**src/rtl/ctlreg_pkg.sv**
```systemverilog
package ctlreg_pkg;
    localparam int DW = 8;
    localparam int AW = 8;

    localparam logic [AW-1:0] ADDR_CFG  = 8'h1A;
    localparam logic [AW-1:0] ADDR_STAT = 8'h1B;
    localparam logic [AW-1:0] ADDR_ID   = 8'h3F;
    localparam logic [AW-1:0] ADDR_SRST = 8'hFF;

    localparam logic [DW-1:0] ID_CODE = 8'h10;

    typedef struct packed {
        logic [3:0] spare_hi;
        logic       sense_role;
        logic       drive_level;
        logic [1:0] spare_lo;
    } cfg_t;

    localparam cfg_t CFG_DEFAULT = '0;

    function automatic logic [DW-1:0] reg_read(input logic [AW-1:0] addr,
                                               input cfg_t cfg,
                                               input logic sense_sync);
        logic [DW-1:0] v;
        case (addr)
            ADDR_CFG:  v = cfg;
            ADDR_STAT: v = {{(DW-1){1'b0}}, cfg.sense_role & sense_sync};
            ADDR_ID:   v = ID_CODE;
            default:   v = '0;
        endcase
        return v;
    endfunction
endpackage

```
**src/rtl/ctlreg_port.sv**
```systemverilog
module ctlreg_port
    import ctlreg_pkg::*;
(
    input  logic          clk,
    input  logic          rst,
    input  logic          ptr_we,
    input  logic          data_we,
    input  logic [DW-1:0] wdata,
    output logic [AW-1:0] ptr,
    output logic          cfg_we,
    output logic          srst_we
);
    always_ff @(posedge clk) begin
        if (rst)         ptr <= '0;
        else if (ptr_we) ptr <= wdata[AW-1:0];
    end

    assign cfg_we  = data_we && (ptr == ADDR_CFG);
    assign srst_we = data_we && (ptr == ADDR_SRST);

    // the software reset location leaves the pointer where it was
    a_r3_ptr_kept: assert property (@(posedge clk) disable iff (rst)
        srst_we && !ptr_we |=> ptr == ADDR_SRST);
endmodule

```
**src/rtl/ctlreg_store.sv**
```systemverilog
module ctlreg_store
    import ctlreg_pkg::*;
(
    input  logic          clk,
    input  logic          rst,
    input  logic          cfg_we,
    input  logic          srst_we,
    input  logic [DW-1:0] wdata,
    output cfg_t          cfg
);
    always_ff @(posedge clk) begin
        if (rst || srst_we) cfg <= CFG_DEFAULT;
        else if (cfg_we)    cfg <= cfg_t'(wdata);
    end

    a_r2_cfg_write: assert property (@(posedge clk) disable iff (rst)
        cfg_we |=> cfg == $past(wdata));
    a_r3_soft_reset: assert property (@(posedge clk) disable iff (rst)
        srst_we |=> cfg == CFG_DEFAULT);
    a_r8_cfg_hold: assert property (@(posedge clk) disable iff (rst)
        !cfg_we && !srst_we |=> $stable(cfg));
endmodule

```
**src/rtl/ctlreg_pin.sv**
```systemverilog
module ctlreg_pin
    import ctlreg_pkg::*;
#(
    parameter int SYNC_STAGES = 2
) (
    input  logic clk,
    input  logic rst,
    input  cfg_t cfg,
    input  logic passthru,
    input  logic pin_in,
    output logic pin_out,
    output logic pin_oe,
    output logic sense_sync
);
    logic [SYNC_STAGES-1:0] chain;

    always_ff @(posedge clk) begin
        if (rst) chain[0] <= 1'b0;
        else     chain[0] <= pin_in;
    end

    generate
        for (genvar g = 1; g < SYNC_STAGES; g++) begin : g_sync
            always_ff @(posedge clk) begin
                if (rst) chain[g] <= 1'b0;
                else     chain[g] <= chain[g-1];
            end
        end
    endgenerate

    assign sense_sync = chain[SYNC_STAGES-1];
    assign pin_oe     = rst | ~cfg.sense_role;
    assign pin_out    = ~rst & ~passthru & ~cfg.sense_role & cfg.drive_level;

    // pass-through forces the pin low
    a_r6_passthru_low: assert property (@(posedge clk) disable iff (rst)
        passthru |-> !pin_out);
    // no drive in sense role
    a_r7_sense_off: assert property (@(posedge clk) disable iff (rst)
        cfg.sense_role |-> !pin_oe && !pin_out);
endmodule

```
**src/rtl/ctlreg_bank.sv**
```systemverilog
module ctlreg_bank
    import ctlreg_pkg::*;
(
    input  logic          clk,
    input  logic          rst,
    input  logic          ptr_we,
    input  logic          data_we,
    input  logic          rd_en,
    input  logic [DW-1:0] wdata,
    output logic [DW-1:0] rdata,
    input  logic          passthru,
    input  logic          pin_in,
    output logic          pin_out,
    output logic          pin_oe
);
    logic [AW-1:0] ptr;
    logic          cfg_we;
    logic          srst_we;
    cfg_t          cfg;
    logic          sense_sync;

    ctlreg_port i_port (
        .clk(clk), .rst(rst), .ptr_we(ptr_we), .data_we(data_we),
        .wdata(wdata), .ptr(ptr), .cfg_we(cfg_we), .srst_we(srst_we)
    );

    ctlreg_store i_store (
        .clk(clk), .rst(rst), .cfg_we(cfg_we), .srst_we(srst_we),
        .wdata(wdata), .cfg(cfg)
    );

    ctlreg_pin #(.SYNC_STAGES(2)) i_pin (
        .clk(clk), .rst(rst), .cfg(cfg), .passthru(passthru),
        .pin_in(pin_in), .pin_out(pin_out), .pin_oe(pin_oe),
        .sense_sync(sense_sync)
    );

    always_ff @(posedge clk) begin
        if (rst)        rdata <= '0;
        else if (rd_en) rdata <= reg_read(ptr, cfg, sense_sync);
    end

    a_r1_id_const: assert property (@(posedge clk) disable iff (rst)
        rd_en && ptr == ADDR_ID |=> rdata == ID_CODE);
    a_r3_srst_reads_zero: assert property (@(posedge clk) disable iff (rst)
        rd_en && ptr == ADDR_SRST |=> rdata == '0);
    a_r9_rdata_hold: assert property (@(posedge clk) disable iff (rst)
        !rd_en |=> $stable(rdata));
endmodule

```
**config.mk**
```make
export PLATFORM = sky130hd
export DESIGN_NAME = ctlreg_bank
export DESIGN_NICKNAME = d
export VERILOG_FILES = /design/src/rtl/ctlreg_pkg.sv /design/src/rtl/ctlreg_port.sv /design/src/rtl/ctlreg_store.sv /design/src/rtl/ctlreg_pin.sv /design/src/rtl/ctlreg_bank.sv
export SDC_FILE = /design/constraint.sdc
export NUM_CORES = 1
export LEC_CHECK = 0
export ABC_AREA = 1
export BUFFER_PORTS_ARGS = -buffer_cell sky130_fd_sc_hd__buf_2
export CELL_PAD_IN_SITES_DETAIL_PLACEMENT = 1
export CELL_PAD_IN_SITES_GLOBAL_PLACEMENT = 1
export CORE_MARGIN = 4
export CORE_UTILIZATION = 39
export DETAILED_ROUTE_END_ITERATION = 10
export PLACE_DENSITY_LB_ADDON = 0.1
export SLEW_MARGIN = 20
export SYNTH_ARGS = -nofsm -noshare
export SYNTH_HDL_FRONTEND = slang
export SYNTH_SLANG_ARGS = --single-unit
```
**constraint.sdc**
```tcl
create_clock -name clk -period 3.05 [get_ports clk]
set_clock_uncertainty 0.05 [all_clocks]
set_input_delay 0.7625 -clock clk [delete_from_list [all_inputs] [get_ports clk]]
set_output_delay 0.7625 -clock clk [all_outputs]
set_load 0.1 [all_outputs]
```
==> reports/results.ini <==
[critical_path]
crit_path_end_kind=output port
worst-setup-path-type=in -> out
worst-r2r-setup-slack_ns=1.61
worst_setup_endpoint=pin_out
rr_worst_depth=6
worst-endpoint-arrival_ns=1.75
cp_max_fo=9
cp-startpoint=rst
worst_r2r_startpoint=i_port.ptr[7]$_SDFFE_PP0P_
timing.critical_path.from_type=input pin
rr_endpoint=i_store.cfg[7]$_SDFFE_PP0P_
timing.critical_path.required_ns=2.24

[route]
first_iter_violations=46
viasPerCell=5.255
wl_per_cell_um=13.27
drc=0
number_of_vias_in_the_routed_layout=988
antenna_left=0
dr.pass1.iters=4
route.final.wire_length_um=2494

[global_route]
grt_pass1_vias=984
grt_pass1_wl_um=4402
grt_usage_pct=16.42
grt_max_degree=19
total_grt_overflow=0
grt_antenna_before_repair=0

[finish]
syn_to_final_growth_pct=18.10
antenna-diode-count=0
nFillCells=330
layout-drive-gt1-share_pct=22.15
final_net_count=174

[floorplan]
core_area_um2=2522
ioPinCount=25
fp.dieArea_um2=3589
die_height_um=59.91
die_w_um=59.91
initial_utilization_pct=41.67
placementRows=18

[clocking]
max-clock-path-buffers=2
ctsResizeCount=0
cts_tree=yes
postcts_setup_bufs=0
ctsRootBufferMaster=sky130_fd_sc_hd__clkbuf_4
clk_pin_slew_ns=0.15
cts_max_level=1
numCtsBuffers=3
worst_skew_pair.late_latency_ns=0.32
cts_hold_buf=0
clock-sinks=26

[synth]
ys.warnings.count=0
synth_top_area_share_pct=49.52
synth_nets=150
syn_area_um2=1051
ys_ff_latch=26
ys_types=17
synthTopCellsByArea=sky130_fd_sc_hd__dfxtp_1, sky130_fd_sc_hd__a21oi_1, sky130_fd_sc_hd__nand2_1
postSynthCellCount=135
synth-seq-area-share_pct=49.52
synth_largest_area_cell=sky130_fd_sc_hd__dfxtp_1
postSynthAreaPerCell_um2=7.785

[flow_run]
max_cap_violations=0

[power_and_ir_drop]
power-per-cell-area_nw_per_um2=561.4
p_total_w=0.0006969
cellLeakagePower_nw=0.4893
vdd_ir_drop_max_mv=0.2854

[run_status]
status=finished, final reports clean

[placement]
hpwlAfterDp_um=1943
io_buffers=24
place.gp.congestion=0.7310

[sta]
post-route-period-util_pct=83.99
worst-slew-pin-transition_ns=0.4899
max_clock_freq_mhz=390.4
finalSetupTns_ns=0
timing.final.crit_period_ns=2.562
relSlewSlack_pct=67.57
finalHoldViolCount=0
rsz_0062_raised_after_global_routing=false
setup_viol=0
maxSlewViolCount=0

[hold_path]
min-delay-path-class=reg -> reg

==> flip-flops by register name (all words and copies together) (netlist names) <==
register	cells
rdata	8
i_pin.sense_sync	1
i_port.ptr	8
i_pin.chain	1
i_store.cfg	8
==> cell type report <==
type                       count  area [um^2]  share of cell area, %
multi-input combinational     93        465.4                  37.50
inverter                      10        37.54                  3.024
sequential                    26        520.5                  41.94
clock buffer                   3        22.52                  1.815
tap                           30        37.54                  3.024
clock inverter                 1        30.03                  2.419
timing repair buffer          25        127.6                  10.28
==> how the worst min path moves through the flow <==
stage | start | endpoint | slack, ns | depth (start not counted)
2_1_floorplan | i_pin.chain[0]$_SDFF_PP0_ | i_pin.sense_sync$_SDFF_PP0_ | 0.34 | 2
3_3_place_gp | i_pin.chain[0]$_SDFF_PP0_ | i_pin.sense_sync$_SDFF_PP0_ | 0.35 | 2
3_5_place_dp | i_pin.chain[0]$_SDFF_PP0_ | i_pin.sense_sync$_SDFF_PP0_ | 0.36 | 2
4_1_cts | i_pin.chain[0]$_SDFF_PP0_ | i_pin.sense_sync$_SDFF_PP0_ | 0.38 | 2
5_1_grt | i_pin.chain[0]$_SDFF_PP0_ | i_pin.sense_sync$_SDFF_PP0_ | 0.39 | 2
6_report | i_pin.chain[0]$_SDFF_PP0_ | i_pin.sense_sync$_SDFF_PP0_ | 0.37 | 2
==> stage by stage <==
| stage | hold slack, ns | instance area (um^2) | cells | worst slack (ns) | util [%] |
|---|---|---|---|---|---|
| finish | 0.3716 | 1241 | 188 | 0.4884 | 49.21 |
| global route | 0.3870 | 1241 | 188 | 0.4197 | 49.21 |
| CTS | 0.3784 | 1241 | 188 | 0.4840 | 49.21 |
| detailed placement | 0.3576 | 1189 | 184 | 0.4930 | 47.12 |
| global placement | 0.3490 | 1189 | 184 | 0.5110 | 47.12 |
| floorplan | 0.3383 | 1062 | 135 | 0.3375 | - |
==> critical path, stage by stage <==
cell and delay, ns:
sky130_fd_sc_hd__buf_2 0.12, sky130_fd_sc_hd__inv_1 0.18, sky130_fd_sc_hd__nand2_1 0.13, sky130_fd_sc_hd__nor3_4 0.11, sky130_fd_sc_hd__buf_2 0.44
==> synthesized netlist by cell type <==
cell type	instances
sky130_fd_sc_hd__nand4_1	8
sky130_fd_sc_hd__buf_6	2
sky130_fd_sc_hd__inv_2	1
sky130_fd_sc_hd__a21oi_1	19
sky130_fd_sc_hd__nor3_1	3
sky130_fd_sc_hd__clkbuf_1	3
sky130_fd_sc_hd__clkbuf_2	1
sky130_fd_sc_hd__nand2_1	21
sky130_fd_sc_hd__nand3_1	10
sky130_fd_sc_hd__nand2_2	1
sky130_fd_sc_hd__nor2_4	2
sky130_fd_sc_hd__nand3_2	1
sky130_fd_sc_hd__o21ai_0	15
sky130_fd_sc_hd__dfxtp_1	26
sky130_fd_sc_hd__nor2_1	12
sky130_fd_sc_hd__a31oi_1	1
sky130_fd_sc_hd__inv_1	9
==> layer usage <==
metal / vias up / part of all wire [%] / global-route usage, %
met5: - / 0 / 0
met4: 0 / 0.60 / 6.646
met3: 2 / 3.1 / 2.592
met2: 13 / 51 / 27.47
met1: 467 / 46 / 20.87
li1: 506 / - / -
==> placed cells by master (no fill, tap or decap), types with 2 or more instances in the layout <==
cell / count
sky130_fd_sc_hd__a21oi_1: 19
sky130_fd_sc_hd__buf_2: 24
sky130_fd_sc_hd__clkbuf_4: 3
sky130_fd_sc_hd__dfxtp_1: 26
sky130_fd_sc_hd__inv_1: 9
sky130_fd_sc_hd__nand2_1: 21
sky130_fd_sc_hd__nand3_1: 10
sky130_fd_sc_hd__nand4_1: 8
sky130_fd_sc_hd__nor2_1: 12
sky130_fd_sc_hd__nor2_4: 2
sky130_fd_sc_hd__nor3_1: 2
sky130_fd_sc_hd__o21ai_0: 15
==> where the power goes <==
| group | total, W | internal, W | leakage, nW | switching [W] |
|---|---|---|---|---|
| registers | 0.000360 | 0.000354 | 0.213 | 0.00000671 |
| clock network | 0.000238 | 0.000133 | 0.0279 | 0.000106 |
| logic | 0.0000981 | 0.0000219 | 0.248 | 0.0000762 |
==> logic make-up after synthesis <==
kind of cell | Yosys count | synth area share (%)
compound gates | 35 | 16.79
simple gates | 58 | 26.43
buf+inv | 16 | 7.261
flops | 26 | 49.52
(Power assumes the default switching activity.)
